### src/rtl/gpio_pkg.sv
// Package: register addresses shared by the GPIO bank modules.
// Assumes a 4-bit register address space.
package gpio_pkg;
    localparam int ADDR_W   = 4;
    localparam logic [ADDR_W-1:0] RA_DIR  = 4'd0;
    localparam logic [ADDR_W-1:0] RA_DATA = 4'd1;
    localparam logic [ADDR_W-1:0] RA_PULL = 4'd2;
    localparam logic [ADDR_W-1:0] RA_FSEL = 4'd3;
    localparam logic [ADDR_W-1:0] RA_SEL0 = 4'd4;
endpackage

### src/rtl/gpio_sync.sv
// Two-flop synchroniser for a vector of pad inputs.
// Assumes each bit is an independent level; no bus coherence is provided.
module gpio_sync #(
    parameter int W = 16
) (
    input  logic         clk,
    input  logic         rst_n,
    input  logic [W-1:0] d,
    output logic [W-1:0] q
);
    logic [W-1:0] s1;

    // Two register stages, cleared by reset.
    always_ff @(posedge clk) begin
        if (!rst_n) begin
            s1 <= '0;
            q  <= '0;
        end else begin
            s1 <= d;
            q  <= s1;
        end
    end
endmodule

### src/rtl/gpio_regs.sv
// Control register file with read mux.
// Holds direction, latch, pull-up groups, function bits and select planes.
// The input-only pin's direction and function bits are held at zero.
module gpio_regs
    import gpio_pkg::*;
#(
    parameter int NPINS   = 16,
    parameter int NGRP    = 4,
    parameter int SELW    = 2,
    parameter int IN_ONLY = 5
) (
    input  logic                    clk,
    input  logic                    rst_n,
    input  logic [ADDR_W-1:0]       addr,
    input  logic                    wr_en,
    input  logic [NPINS-1:0]        wdata,
    input  logic [NPINS-1:0]        pin_rd,
    output logic [NPINS-1:0]        rdata,
    output logic [NPINS-1:0]        dir_q,
    output logic [NPINS-1:0]        latch_q,
    output logic [NGRP-1:0]         pull_q,
    output logic [NPINS-1:0]        fsel_q,
    output logic [SELW*NPINS-1:0]   sel_q
);
    localparam logic [NPINS-1:0] KEEP = ~(NPINS'(1) << IN_ONLY);

    // Fixed-address registers: direction, latch, pull-up groups, function bits.
    always_ff @(posedge clk) begin
        if (!rst_n) begin
            dir_q   <= '0;
            latch_q <= '0;
            pull_q  <= '0;
            fsel_q  <= '0;
        end else if (wr_en) begin
            case (addr)
                RA_DIR:  dir_q   <= wdata & KEEP;
                RA_DATA: latch_q <= wdata;
                RA_PULL: pull_q  <= wdata[NGRP-1:0];
                RA_FSEL: fsel_q  <= wdata & KEEP;
                default: ;
            endcase
        end
    end

    // One register per select plane.
    for (genvar k = 0; k < SELW; k++) begin : g_plane
        always_ff @(posedge clk) begin
            if (!rst_n)
                sel_q[k*NPINS +: NPINS] <= '0;
            else if (wr_en && addr == RA_SEL0 + ADDR_W'(k))
                sel_q[k*NPINS +: NPINS] <= wdata;
        end
    end

    // Read mux; unmapped addresses return zero.
    always_comb begin
        rdata = '0;
        case (addr)
            RA_DIR:  rdata = dir_q;
            RA_DATA: rdata = pin_rd;
            RA_PULL: rdata = NPINS'(pull_q);
            RA_FSEL: rdata = fsel_q;
            default: begin
                for (int k = 0; k < SELW; k++)
                    if (addr == RA_SEL0 + ADDR_W'(k))
                        rdata = sel_q[k*NPINS +: NPINS];
            end
        endcase
    end
endmodule

### src/rtl/gpio_pinmux.sv
// Per-pin pad control: port or peripheral output, pull-up gating and bus override.
// Assumes the register file already holds the input-only pin's control bits at zero.
module gpio_pinmux #(
    parameter int               NPINS    = 16,
    parameter int               NGRP     = 4,
    parameter int               GRP_SIZE = 4,
    parameter int               NPERIPH  = 4,
    parameter int               SELW     = 2,
    parameter int               IN_ONLY  = 5,
    parameter logic [NPINS-1:0] BUS_MASK = 16'hF000
) (
    input  logic [NPINS-1:0]         dir_q,
    input  logic [NPINS-1:0]         latch_q,
    input  logic [NGRP-1:0]          pull_q,
    input  logic [NPINS-1:0]         fsel_q,
    input  logic [SELW*NPINS-1:0]    sel_q,
    input  logic [NPERIPH*NPINS-1:0] periph_out,
    input  logic                     bus_mode,
    input  logic [NPINS-1:0]         bus_oe,
    input  logic [NPINS-1:0]         bus_out,
    output logic [NPINS-1:0]         pad_oe,
    output logic [NPINS-1:0]         pad_out,
    output logic [NPINS-1:0]         pad_pu
);
    for (genvar i = 0; i < NPINS; i++) begin : g_pin
        logic [SELW-1:0] idx;
        logic            pv;
        logic            port_oe;
        logic            port_out;
        logic            take_bus;
        logic            pu_ok;

        // Gather this pin's peripheral index from the select planes.
        for (genvar k = 0; k < SELW; k++) begin : g_idx
            assign idx[k] = sel_q[k*NPINS + i];
        end

        // Second-level mux: pick the indexed peripheral output.
        always_comb begin
            pv = 1'b0;
            for (int p = 0; p < NPERIPH; p++)
                if (idx == SELW'(p))
                    pv = periph_out[p*NPINS + i];
        end

        assign port_oe  = dir_q[i] | fsel_q[i];
        assign port_out = fsel_q[i] ? pv : latch_q[i];
        assign take_bus = bus_mode & BUS_MASK[i];
        assign pu_ok    = (i != IN_ONLY);

        // Final pad drive: bus override first, then port control.
        always_comb begin
            if (take_bus) begin
                pad_oe[i]  = bus_oe[i];
                pad_out[i] = bus_out[i];
                pad_pu[i]  = 1'b0;
            end else begin
                pad_oe[i]  = port_oe;
                pad_out[i] = port_out;
                pad_pu[i]  = pu_ok & pull_q[i/GRP_SIZE] & ~port_oe;
            end
        end
    end
endmodule

### src/rtl/gpio_bank.sv
// Top of the GPIO bank: register file, synchroniser and pad multiplexer.
// Assumes BUS_MASK excludes IN_ONLY and NPINS is a multiple of GRP_SIZE.
module gpio_bank
    import gpio_pkg::*;
#(
    parameter int               NPINS    = 16,
    parameter int               GRP_SIZE = 4,
    parameter int               NPERIPH  = 4,
    parameter int               IN_ONLY  = 5,
    parameter logic [NPINS-1:0] BUS_MASK = 16'hF000
) (
    input  logic                     clk,
    input  logic                     rst_n,
    input  logic [ADDR_W-1:0]        addr,
    input  logic                     wr_en,
    input  logic [NPINS-1:0]         wdata,
    output logic [NPINS-1:0]         rdata,
    input  logic [NPINS-1:0]         pad_in,
    output logic [NPINS-1:0]         pad_oe,
    output logic [NPINS-1:0]         pad_out,
    output logic [NPINS-1:0]         pad_pu,
    input  logic [NPERIPH*NPINS-1:0] periph_out,
    input  logic                     bus_mode,
    input  logic [NPINS-1:0]         bus_oe,
    input  logic [NPINS-1:0]         bus_out,
    output logic                     nmi_lvl
);
    localparam int NGRP = NPINS / GRP_SIZE;
    localparam int SELW = (NPERIPH > 1) ? $clog2(NPERIPH) : 1;

    logic [NPINS-1:0]      pin_rd;
    logic [NPINS-1:0]      dir_q;
    logic [NPINS-1:0]      latch_q;
    logic [NGRP-1:0]       pull_q;
    logic [NPINS-1:0]      fsel_q;
    logic [SELW*NPINS-1:0] sel_q;

    gpio_sync #(.W(NPINS)) u_sync (
        .clk   (clk),
        .rst_n (rst_n),
        .d     (pad_in),
        .q     (pin_rd)
    );

    assign nmi_lvl = pin_rd[IN_ONLY];

    gpio_regs #(
        .NPINS   (NPINS),
        .NGRP    (NGRP),
        .SELW    (SELW),
        .IN_ONLY (IN_ONLY)
    ) u_regs (
        .clk     (clk),
        .rst_n   (rst_n),
        .addr    (addr),
        .wr_en   (wr_en),
        .wdata   (wdata),
        .pin_rd  (pin_rd),
        .rdata   (rdata),
        .dir_q   (dir_q),
        .latch_q (latch_q),
        .pull_q  (pull_q),
        .fsel_q  (fsel_q),
        .sel_q   (sel_q)
    );

    gpio_pinmux #(
        .NPINS    (NPINS),
        .NGRP     (NGRP),
        .GRP_SIZE (GRP_SIZE),
        .NPERIPH  (NPERIPH),
        .SELW     (SELW),
        .IN_ONLY  (IN_ONLY),
        .BUS_MASK (BUS_MASK)
    ) u_mux (
        .dir_q      (dir_q),
        .latch_q    (latch_q),
        .pull_q     (pull_q),
        .fsel_q     (fsel_q),
        .sel_q      (sel_q),
        .periph_out (periph_out),
        .bus_mode   (bus_mode),
        .bus_oe     (bus_oe),
        .bus_out    (bus_out),
        .pad_oe     (pad_oe),
        .pad_out    (pad_out),
        .pad_pu     (pad_pu)
    );
endmodule

### config.mk
export PLATFORM = sky130hd
export DESIGN_NAME = gpio_bank
export DESIGN_NICKNAME = d
export VERILOG_FILES = /design/src/rtl/gpio_pkg.sv /design/src/rtl/gpio_sync.sv /design/src/rtl/gpio_regs.sv /design/src/rtl/gpio_pinmux.sv /design/src/rtl/gpio_bank.sv
export SDC_FILE = /design/constraint.sdc
export NUM_CORES = 1
export LEC_CHECK = 0
export BUFFER_PORTS_ARGS = -buffer_cell sky130_fd_sc_hd__buf_4
export CORE_MARGIN = 4
export CORE_UTILIZATION = 40
export CTS_BUF_LIST = sky130_fd_sc_hd__clkbuf_4 sky130_fd_sc_hd__clkbuf_8
export DETAILED_ROUTE_END_ITERATION = 7
export HOLD_SLACK_MARGIN = 0.03
export PLACE_DENSITY_LB_ADDON = 0.1
export SETUP_SLACK_MARGIN = 0.15
export SLEW_MARGIN = 25
export SYNTH_ARGS = -nofsm -noshare
export SYNTH_HDL_FRONTEND = slang
export SYNTH_SLANG_ARGS = --single-unit
### constraint.sdc
create_clock -name clk -period 3.3 [get_ports clk]
set_clock_uncertainty 0.05 [all_clocks]
set_input_delay 0.825 -clock clk [delete_from_list [all_inputs] [get_ports clk]]
set_output_delay 0.825 -clock clk [all_outputs]
set_load 0.03 [all_outputs]
==> parameters.txt <==
Parameter                              Value

GRT
  Vias in the first global route ... 5,192
  Combined global-route utilization of all metal layers ... between 20% and 30%
  Maximum number of pins on one net before global-route repair ... 73
  Initial antenna violation count ... 0
  Wire length of the first global-routing pass ... ~27 mm
  Overflow left after global routing ... 0

Power
  Clock power frac ... 40.4%
  Worst-case vdd ir drop ... 0.000218 V
  Sequential fraction of design power ... 45.8%
  Combinational share of power ... 13.9%
  Switching power of the nets ... 863 µW
  Areal power density over the cells ... just over 400 mW/mm²
  Cell-internal power ... between 2000 and 2500 µW
  Leakage ... between 0.003 and 0.004 µW
  Switching Fraction ... 27.8%

Floorplan
  Placeable Area ... between 0.01 and 0.015 mm²
  Die footprint ... 0.0168 mm²
  Count of standard-cell rows ... 44
  Die X ... 129 µm
  Overall die height ... about 130 µm
  Number of I/O pins ... 201
  Initial core utilization ... between 40 and 50%

Worst setup path
  Cell at the slowest stage of the critical path ... and4bb_2
  Worst Path Buf+Inv ... 2
  Arrival time at the worst endpoint ... 2.22 ns
  Maximum cell stage delay along the critical path ... roughly 0.44 ns
  Setup slack, reg-to-reg ... 2.44 ns
  Crit Reg-Reg Endpoint ... u_regs.sel_q[22]
  Category of the worst setup path capture point ... output pin
  Category of the worst setup path launch point ... input pin
  Family of cells with the greatest summed delay on the critical path ... simple AND/OR/NAND/NOR gates
  Worst path cell trace ... buf_4, and4bb_2, a221oi_1, nor3_1, buf_4
  Most used cell along the critical path ... buf_4
  Required time at the endpoint of the critical path ... 2.42 ns
  Crit Path Category ... in -> out
  Crit Path Max Fanout ... 14
  Number of cell instances on the worst register-to-register path ... 2
  Launch point of the worst reg-to-reg path ... u_regs.sel_q[22]

Worst hold path
  Hold Crit Depth ... 1
  Critical hold path startpoint ... u_sync.s1[3]
  End of the worst hold path ... u_sync.q[3]
  Worst min-delay path category ... reg -> reg

Place
  Weighted congestion reported at the end of routability-driven placement ... 0.867
  Port Buf Inserts ... 170
  Post-detailed-placement half-perimeter wirelength ... 12.8 mm

Timing
  Number of failing hold endpoints at the final stage ... 0
  RSZ-0062 raised after global routing ... no
  Worst relative slew slack ... a little under three fifths
  Number of failing setup endpoints in the final timing report ... 0
  Setup TNS Final ... 0 ns
  Final critical path time including I/O delays and setup ... 3.09 ns
  Transition time at the pin with the least slew margin ... about 0.66 ns
  Hold Slack ... 0.384 ns
  Max-slew violation total from the final report ... 0
  Share of the clock period used by the worst path ... 93.7%
  Maximum frequency from static timing analysis ... 323 MHz

Synthesis
  Share of the yosys chip area belonging to registers ... 38.7%
  Top cells by area, synth ... dfxtp_1, mux4_2, mux2_2
  Combinational family with the most area after synthesis ... multiplexers
  Post-synthesis average cell area ... 9.28 µm²
  Post-synth top area cell ... dfxtp_1
  Share of the synthesized netlist area taken by xor and xnor gates ... 0%
  Number of warnings reported in the yosys synthesis log ... 0
  Fraction of the mapped netlist area in compound gates ... 17.3%
  Area share of fa/ha/maj cells after synthesis ... 0%
  Number of library cell types mapped by synthesis ... 34
  Netlist Area Pre-Place ... 0.00590 mm²
  Proportion of netlist area held by the largest area contributor ... 38.7%
  Multiplexer share of the synthesized area ... 18.9%
  Number of cells produced by synthesis ... 636
  Simple-Gate Fraction of Synth Area ... 16.9%
  FF+latch count, synth ... 114

Finish
  Ratio of cells with drive above 1 in the final layout ... 37.1%
  Count of nets after finishing ... 896
  Layout overhead on the synthesized area ... 26.8%
  Antenna diode count ... 0
  Most common library cell in the layout ignoring fill and taps ... buf_4
  Most frequent cells in the layout ... buf_4, dfxtp_1, o21ai_0

CTS
  Clk_lat worst skew ... 0.41 ns
  Clock tree from TritonCTS ... built
  CTS clock-pin slew for the worst setup and hold paths ... 0.07 ns
  TritonCTS buffer count ... 17
  Number of buffers inserted for hold repair after clock tree synthesis ... 0
  Count of clock tree sinks ... ~110
  Buffers inserted during post-CTS setup optimization ... 0
  Number of H-tree branching levels ... 4
  Clock tree root driver cell ... clkbuf_8
  Clock Path Buffers ... 2

Drt
  Number of nets still failing antenna checks after routing ... 0
  DR iter-0 viols ... about 380
  Via Count ... around 5,300
  Vias per cell ... 5.56
  Residual DRC ... 0
  Routed wire length per instance ... around 19 µm
  1st-pass router iterations ... 5
  Routed Wire Length ... 18.0 mm

Job
  Max_cap viols ... 0

Run status
  Status ... completed
cell type report:
cell class	count	area (µm²)
clock inverter	13	126
fill	1368	7000
sequential	114	2280
timing repair buffer	185	1400
inverter	8	30.0
tap	184	230
clock buffer	19	255
multi-input combinational	434	3160
worst reg2reg max path: cells and delay by family (launching register included):
family	cells	cell delay (ns)
AOI/OAI and AO/OA	2	0.34
DFF	1	0.38
flip-flops by register name, indices dropped and copies added, names as in the netlist:
name and flops:
u_regs.dir_q 15, u_regs.fsel_q 15, u_regs.latch_q 16, u_regs.pull_q 4, u_regs.sel_q 32, u_sync.q 16
u_sync.s1 16
stage by stage:
| stage | cells | total power, µW | util, % | instance area [µm²] | setup slack, ns |
|---|---|---|---|---|---|
| after detailed placement | 925 | 1890 | 49.0 | 7100 | 0.209 |
| after floorplan | 637 | 1690 | - | 5910 | 0.167 |
| final | 957 | 3110 | 51.7 | 7480 | 0.206 |
| after global placement | 925 | 1880 | 49.0 | 7100 | 0.223 |
| after CTS | 957 | 3130 | 51.6 | 7480 | 0.199 |
| after global routing | 957 | 3230 | 51.7 | 7480 | 0.175 |
power groups by stage:
stage                     clock network (µW)  registers, µW  logic, µW
after floorplan                            0           1450        246
after global placement                     0           1450        425
after detailed placement                   0           1460        431
after CTS                               1280           1420        432
after global routing                    1340           1430        462
final                                   1250           1420        431
synth_stat cells:
cell	number
dfxtp_1	114
o21ai_0	66
nand3_1	63
a21boi_0	45
nand2_1	40
clkbuf_1	35
mux2i_1	34
and2_1	32
mux2_2	31
buf_4	29
a21boi_1	19
mux4_2	19
nor3_1	19
buf_2	13
nor2_1	13
or2_2	12
a221oi_1	11
o21a_1	11
inv_1	8
a21oi_1	4
buf_6	3
nand2b_1	2
nand3b_1	2
and3_1	1
and3b_1	1
and4bb_2	1
buf_1	1
conb_1	1
nor2_2	1
nor2b_1	1
nor3_4	1
nor3b_4	1
o41ai_1	1
or3b_4	1
worst max-delay path by stage:
stage               startpoint        end  slack [ns]  cells after the start
global placement       addr[0]   rdata[6]        0.22                      5
floorplan              addr[3]  rdata[10]        0.17                      5
CTS                    addr[0]   rdata[7]        0.20                      5
global route           addr[0]   rdata[7]        0.18                      5
detailed placement     addr[0]   rdata[7]        0.21                      5
finish                 addr[0]   rdata[6]        0.21                      5
cells by family (layout without fill, tap and decap cells):
logic type,Yosys count,count (layout)
flops,114,114
mux,84,84
buf+inv,89,225
other cells,1,2
simple gates,191,191
compound gates,157,157
what timing repair did:
| action | in CTS | in global routing |
|---|---|---|
| endpoints found under the hold margin | 0 | 0 |
| endpoints found under the setup margin | 0 | 1 |
| resized for setup | 0 | 1 |
routing by layer:
layer / up-vias / part of all wire, % / GRT usage (%)
met5: - / 0 / 0
met4: 0 / 2.1 / 8.13
met3: 29 / 7.9 / 4.99
met2: 226 / 52 / 36.7
met1: 2580 / 38 / 25.1
li1: 2485 / - / -
Note: power is estimated with default switching activity, not from simulation.
